===== src/rtl/vcfg_pkg.sv =====
package vcfg_pkg;
  localparam int SEW_MIN_LOG = 3;  // narrowest element is 8 bits

  typedef logic signed [7:0] log2_t;

  typedef struct packed {
    logic        sew_bad;
    logic        lmul_bad;
    logic        frac;
    logic [1:0]  frac_shift;
    log2_t       sew_log;
    log2_t       lmul_log;
  } vcfg_dec_t;
endpackage


===== src/rtl/vcfg_field_dec.sv =====
module vcfg_field_dec
  import vcfg_pkg::*;
(
  input  logic [2:0] sew_code_i,
  input  logic [2:0] lmul_code_i,
  output vcfg_dec_t  dec_o
);
  logic [1:0] shift;

  // 8 - code for fractional codes 5..7
  assign shift = ~lmul_code_i[1:0] + 2'd1;

  always_comb begin
    dec_o            = '0;
    dec_o.sew_bad    = sew_code_i[2];
    dec_o.sew_log    = log2_t'(SEW_MIN_LOG) + log2_t'({6'd0, sew_code_i[1:0]});
    dec_o.frac       = lmul_code_i[2];
    dec_o.lmul_bad   = (lmul_code_i == 3'd4);
    if (lmul_code_i[2]) begin
      dec_o.frac_shift = shift;
      dec_o.lmul_log   = -log2_t'({6'd0, shift});
    end else begin
      dec_o.frac_shift = 2'd0;
      dec_o.lmul_log   = log2_t'({6'd0, lmul_code_i[1:0]});
    end
  end
endmodule


===== src/rtl/vcfg_legal.sv =====
module vcfg_legal
  import vcfg_pkg::*;
#(
  parameter int ELEN = 64,
  parameter int VLEN = 128
) (
  input  vcfg_dec_t dec_i,
  input  logic      rsvd_nz_i,
  output logic      illegal_o
);
  localparam int LOG_ELEN = $clog2(ELEN);
  localparam int LOG_VLEN = $clog2(VLEN);

  logic sew_wide, frac_short, slice_short;

  assign sew_wide    = dec_i.sew_log > log2_t'(LOG_ELEN);
  // fractional factor judged against the narrowest width, not the active one
  assign frac_short  = dec_i.frac &&
                       ((log2_t'(LOG_ELEN) - log2_t'({6'd0, dec_i.frac_shift})) < log2_t'(SEW_MIN_LOG));
  // slice of VLEN*factor must hold one active element
  assign slice_short = (log2_t'(LOG_VLEN) + dec_i.lmul_log) < dec_i.sew_log;

  assign illegal_o = dec_i.sew_bad | dec_i.lmul_bad | rsvd_nz_i |
                     sew_wide | frac_short | slice_short;
endmodule


===== src/rtl/vcfg_vlen_calc.sv =====
module vcfg_vlen_calc
  import vcfg_pkg::*;
#(
  parameter int VLEN  = 128,
  parameter int AVL_W = 16
) (
  input  vcfg_dec_t                  dec_i,
  input  logic [AVL_W-1:0]           avl_i,
  output logic [$clog2(VLEN):0]      vl_o
);
  localparam int LOG_VLEN = $clog2(VLEN);
  localparam int VL_W     = LOG_VLEN + 1;

  log2_t           vlmax_log;
  logic [VL_W-1:0] vlmax;

  assign vlmax_log = log2_t'(LOG_VLEN) + dec_i.lmul_log - dec_i.sew_log;
  assign vlmax     = vlmax_log[7] ? '0 : (VL_W'(1) << vlmax_log[6:0]);

  generate
    if (AVL_W > VL_W) begin : g_wide_avl
      assign vl_o = (avl_i >= AVL_W'(vlmax)) ? vlmax : avl_i[VL_W-1:0];
    end else begin : g_narrow_avl
      assign vl_o = (VL_W'(avl_i) >= vlmax) ? vlmax : VL_W'(avl_i);
    end
  endgenerate
endmodule


===== src/rtl/vcfg_legal_unit.sv =====
module vcfg_legal_unit
  import vcfg_pkg::*;
#(
  parameter int ELEN   = 64,
  parameter int VLEN   = 128,
  parameter int AVL_W  = 16,
  parameter int RSVD_W = 8
) (
  input  logic                   clk_i,
  input  logic                   rst_ni,
  input  logic                   req_valid_i,
  input  logic [2:0]             req_sew_i,
  input  logic [2:0]             req_lmul_i,
  input  logic                   req_tail_agn_i,
  input  logic                   req_mask_agn_i,
  input  logic [RSVD_W-1:0]      req_rsvd_i,
  input  logic [AVL_W-1:0]       req_avl_i,
  output logic [2:0]             cur_sew_o,
  output logic [2:0]             cur_lmul_o,
  output logic                   cur_tail_agn_o,
  output logic                   cur_mask_agn_o,
  output logic                   illegal_o,
  output logic [$clog2(VLEN):0]  vl_o
);
  localparam int VL_W = $clog2(VLEN) + 1;

  vcfg_dec_t       dec;
  logic            bad;
  logic [VL_W-1:0] vl_new;

  vcfg_field_dec u_dec (
    .sew_code_i  (req_sew_i),
    .lmul_code_i (req_lmul_i),
    .dec_o       (dec)
  );

  vcfg_legal #(.ELEN(ELEN), .VLEN(VLEN)) u_legal (
    .dec_i     (dec),
    .rsvd_nz_i (|req_rsvd_i),
    .illegal_o (bad)
  );

  vcfg_vlen_calc #(.VLEN(VLEN), .AVL_W(AVL_W)) u_vl (
    .dec_i (dec),
    .avl_i (req_avl_i),
    .vl_o  (vl_new)
  );

  always_ff @(posedge clk_i or negedge rst_ni) begin
    if (!rst_ni) begin
      cur_sew_o      <= '0;
      cur_lmul_o     <= '0;
      cur_tail_agn_o <= 1'b0;
      cur_mask_agn_o <= 1'b0;
      illegal_o      <= 1'b1;
      vl_o           <= '0;
    end else if (req_valid_i) begin
      illegal_o <= bad;
      if (bad) begin
        cur_sew_o      <= '0;
        cur_lmul_o     <= '0;
        cur_tail_agn_o <= 1'b0;
        cur_mask_agn_o <= 1'b0;
        vl_o           <= '0;
      end else begin
        cur_sew_o      <= req_sew_i;
        cur_lmul_o     <= req_lmul_i;
        cur_tail_agn_o <= req_tail_agn_i;
        cur_mask_agn_o <= req_mask_agn_i;
        vl_o           <= vl_new;
      end
    end
  end
endmodule


===== config.mk =====
export PLATFORM = sky130hd
export DESIGN_NAME = vcfg_legal_unit
export DESIGN_NICKNAME = d
export VERILOG_FILES = /design/src/rtl/vcfg_pkg.sv /design/src/rtl/vcfg_field_dec.sv /design/src/rtl/vcfg_legal.sv /design/src/rtl/vcfg_vlen_calc.sv /design/src/rtl/vcfg_legal_unit.sv
export SDC_FILE = /design/constraint.sdc
export NUM_CORES = 1
export LEC_CHECK = 0
export BUFFER_PORTS_ARGS = -buffer_cell sky130_fd_sc_hd__buf_4
export CAP_MARGIN = 20
export CORE_ASPECT_RATIO = 2
export CORE_MARGIN = 5
export CORE_UTILIZATION = 35
export CTS_CLUSTER_SIZE = 24
export DETAILED_ROUTE_END_ITERATION = 7
export PLACE_DENSITY_LB_ADDON = 0.25
export SLEW_MARGIN = 20
export SYNTH_ARGS = -nofsm -noshare
export SYNTH_HDL_FRONTEND = slang
export SYNTH_HIERARCHICAL = 1
export SYNTH_SLANG_ARGS = --single-unit

===== constraint.sdc =====
create_clock -name clk_i -period 1.9 [get_ports clk_i]
set_clock_uncertainty 0.2 [all_clocks]
set_input_delay 0 -clock clk_i [delete_from_list [all_inputs] [get_ports clk_i]]
set_output_delay 0 -clock clk_i [all_outputs]
set_load 0.05 [all_outputs]

* Yosys cells after proc, flatten, opt, wreduce, memory -nomap -nowiden
Index checks and enable logic that the tools add are counted.
** Word-level totals
- Output and inout bits :: 17
- Word-level logic and storage cells :: 35
- Register bits after elaboration :: 17
** Operators by class
- Reductions and logical operators :: 2
- Bitwise logic cells :: 6
- Equality and inequality tests :: 1
- Order comparisons :: 4
- Multiplexer cells :: 9
- Shift operators :: 1
- Add/subtract/negate cells :: 6
** Operators with widths (number)
- $mux W8 :: 4
- $ge A16 B8 Y1 :: 1
- $add A4 B8 Y8 const A :: 1
- $lt A8 B3 Y1 const B :: 1
- $lt A8 B4 Y1 :: 1
- $neg A2 Y8 :: 1
- $reduce_or A8 Y1 :: 1
- $shl A1 B7 Y8 const A :: 1
- $sub A8 B4 Y8 :: 1
- $mux W3 :: 2
- $or A1 B1 Y1 :: 5
- $sub A3 B2 Y4 const A :: 1
- $add A2 B2 Y3 const A :: 1
- $eq A3 B3 Y1 const B :: 1
- $gt A3 B3 Y1 const B :: 1
- $add A2 B1 Y2 const B :: 1
- $mux W1 :: 2
- $mux W2 :: 1
- $not A2 Y2 :: 1
- $logic_and A1 B1 Y1 :: 1

* Longest topological paths before layout
- Word-level depth :: 11
- Mapped depth :: 20
- Gate-level depth less buffers :: 19

* Modules after synthesis
Netlist, hierarchy kept.
** Modules (own cells, without submodules)
- vcfg_vlen_calc :: cells an instance 92, times used 1, area each 823.3 sq um
- vcfg_legal_unit :: cells an instance 73, times used 1, area each 747.0 sq um
- vcfg_legal :: cells an instance 47, times used 1, area each 322.8 sq um
- vcfg_field_dec :: cells an instance 28, times used 1, area each 192.7 sq um

* Worst setup path after synthesis
Ideal clock, no wire load.
- Path type :: input -> register
- Start point :: in req_sew_i[0]
- End point :: reg vl_o[2]
- Path buffers :: 0
- Path slack :: -2.363 ns
- Required time :: 1.573 ns
- Arrival time :: 3.936 ns
- Library setup time :: 0.127 ns
- Stages :: 19
- Path through :: inv_1 > ha_1 > inv_1 > inv_1 > ha_1 > ha_1 > fa_1 > a21o_1 > a221oi_2 > xnor2_2 > a2111oi_2 > ha_1 > nand2b_1 > a21o_1 > a211o_1 > a21oi_2 > mux2_2 > nand3b_1 > o21ai_0
** RTL lines
- start, declared :: RTL line vcfg_legal_unit.sv:12 : input logic [2:0] req_sew_i,
- end signal, assigned :: RTL line vcfg_legal_unit.sv:70 : vl_o <= vl_new;
- end, declared :: RTL line vcfg_legal_unit.sv:23 : output logic [$clog2(VLEN):0] vl_o

==> run_results.csv <==
group,metric,value,unit
clock_tree,clock_latency,0.25,ns
placement,io_buffers,51,
route,wl_per_cell,15.68,µm
clock_tree,numCtsBuffers,3,
placement,dp_slack,-2.567,ns
timing,totalNegativeSetupSlack,-21.68,ns
cells_and_area,num-fill-cells,441,
power,vdd_ir_drop_max,0.4589,mV
setup_path,rr_startpoint,"illegal_o",
timing,drv_slew,0,
power,power.density,455.7,nW/µm²
timing,period_share,2.086,
cells_and_area,nets,429,
die,io_pins,52,
cells_and_area,area_delta_synth_final,79.95,%
die,coreArea,5709,µm²
route,first_iter_violations,72,
die,die_w,64.33,µm
placement,place_inst,375,
placement,routabilityCongestion,0.7927,
setup_path,r2r_setup_slack,0.98,ns
die,initial_core_util,0.3618,
die,die-area,7632,µm²
setup_path,cp-end-kind,"register",
placement,dp_hpwl,4.498,mm
clock_tree,clock-sinks,17,
run_status,status,"complete, but fails checks",
route,wirelength,6.603,mm
hold_path,hp-class,"input pin to register",
setup_path,arrival,3.88,ns
route,vias,2151,
cells_and_area,seqCellArea,426.7,µm²
timing,setup_violations,17,
timing,fin_hold_ws,0.03999,ns
synthesis,synth_area_per_cell,8.716,µm²
die,die_y,118.6,µm
global_route,grt_max_degree,34,
clock_tree,cts-htree-levels,1,
run_status,violations,"negative setup slack",
synthesis,yosys_warnings,6,
global_route,grt_pass1_vias,2303,
route,drtPass1Iterations,4,
cells_and_area,diodes,0,
route,viasPerCell,5.109,
synthesis,synth_cells,237,
flow_run,drv_cap,0,
setup_path,start_kind,"input pin",
clock_tree,cts.path.max_buffers,2,
setup_path,path_class,"input pin to register",
cells_and_area,utilization,0.6511,
route,ant_nets,0,
clock_tree,cts_tree,"done",
setup_path,critical_path.max_stage_delay,0.35,ns
setup_path,crit_path_cell_trace,"buf_12 > inv_12 > ha_4 > inv_2 > inv_2 > ha_4 > ha_4 > fa_2 > a21o_1 > a221oi_4 > xnor2_4 > a2111oi_4 > inv_1 > ha_1 > a21o_1 > a211o_1 > a21oi_4 > buf_12 > mux2_4 > nand3b_1 > o21ai_1",
timing,finalHoldViolCount,0,
setup_path,critPathMaxFanout,8,
setup_path,timing.rr.end,"illegal_o",
timing,layout_min_cycle_time,3.963,ns
timing,fin_ws,-2.063,ns
timing,rsz0062_at_grt,"true",
clock_tree,clk_pin_slew,0.05,ns
setup_path,critPathRequiredTime,1.82,ns
hold_path,hold_start,"req_avl_i[7]",
hold_path,hold_path_end,"vl_o[7]",
setup_path,cpMostUsedCell,"ha_4",
global_route,overflow,0,
timing,worst_pin_slew,0.7704,ns
timing,slew_headroom,0.4847,
power,p_leak,1.632,nW
cells_and_area,multi_input_area,1773,µm²
setup_path,slowest_stage,"fa_2",
cells_and_area,layoutNonFillerInstCount,421,
clock_tree,clockRootBuffer,"clkbuf_16",
setup_path,worstRegToRegCells,1,
die,fp-row-count,39,
global_route,grt_pass1_wl,10.64,mm
cells_and_area,drive_gt1_frac,0.5000,
synthesis,netlist_area,2066,µm²
hold_path,hold_path_depth,5,
route,drc_errors,0,
timing,fmax,0.2523,GHz
global_route,grt_antenna_before_repair,0,
global_route,grt.total_usage,0.1698,
==> cell type report <==
class	instances	share of cell area
clock buffers	3	0.02020
clock inverters	1	0.001346
inverters	51	0.06227
multi-input cells	158	0.4769
flip-flops and latches	17	0.1148
well taps	61	0.02053
repair buffers	130	0.3039
==> report_power, final <==
group          switching (W)  internal, W  total [W]
Clock               0.000145     0.000282   0.000427
Sequential      0.0000000603     0.000363   0.000363
Combinational       0.000429     0.000476   0.000905
Total               0.000574      0.00112    0.00169
==> sequential cells by signal, summed over array words and instances, names as in the netlist <==
signal / count
cur_lmul_o: 3
illegal_o: 1
cur_sew_o: 3
cur_tail_agn_o: 1
cur_mask_agn_o: 1
vl_o: 8
==> critical path: cells and delay by family <==
family / cells / cell delay (ns)
AO/OA/AOI/OAI: 7 / 1.61
multiplexers: 1 / 0.30
AND/OR/NAND/NOR: 1 / 0.08
XOR/XNOR: 1 / 0.18
adder cells (fa/ha/maj): 5 / 1.22
buffers and inverters: 6 / 0.49
==> worst max path at each step <==
| stage | start | end | slack [ns] | cells past startpoint |
|---|---|---|---|---|
| CTS | req_sew_i[1] | vl_o[2] | -2.06 | 21 |
| global route | req_sew_i[1] | vl_o[2] | -2.24 | 21 |
| floorplan | req_sew_i[1] | vl_o[3] | -2.14 | 19 |
| finish | req_sew_i[1] | vl_o[2] | -2.06 | 21 |
| global placement | req_sew_i[1] | vl_o[1] | -2.50 | 21 |
| detailed placement | req_sew_i[1] | vl_o[2] | -2.57 | 21 |
==> what timing repair did <==
item,4_1_cts,5_1_grt
cloned,2,0
buffers inserted,13,9
setup endpoints to repair,17,17
hold buffers,18,0
hold endpoints to repair,33,0
pin swaps,20,5
resized for setup,33,17
==> per-layer routing <==
metal	wire length (µm)	GRT usage	share of wire	vias up
met5	0	0	0	-
met4	176	0.05605	0.027	0
met3	197	0.01423	0.030	12
met2	3916	0.3342	0.59	55
met1	2312	0.1780	0.35	1028
li1	-	-	-	1056
==> through the flow <==
stage | instance area (µm²) | power [W]
finish | 3717 | 0.001694
global route | 3717 | 0.001792
CTS | 3561 | 0.001619
detailed placement | 2980 | 0.001001
global placement | 2980 | 0.0009900
floorplan | 2347 | 0.0007757
==> layout by cell type, fill, tap and decap left out, types with 2 or more instances in the layout <==
master and count:
a21o_1 5, buf_6 3, ha_1 20, dlygate4sd3_1 18, o21ai_1 12, ha_4 11, nand4_1 2, inv_12 2
conb_1 5, xnor2_1 5, clkbuf_16 3, dfrtp_1 16, nand3b_1 16, xor2_1 5, inv_2 3, nand2b_1 2
nand2b_4 2, o21ai_0 5, nor4_1 3, a2111oi_2 2, inv_1 43, mux2_4 9, buf_4 100, buf_12 6
nand2_1 7, a31oi_1 2, nor2_1 3, buf_8 3, a2111oi_4 6
(Power assumes the default switching activity.)
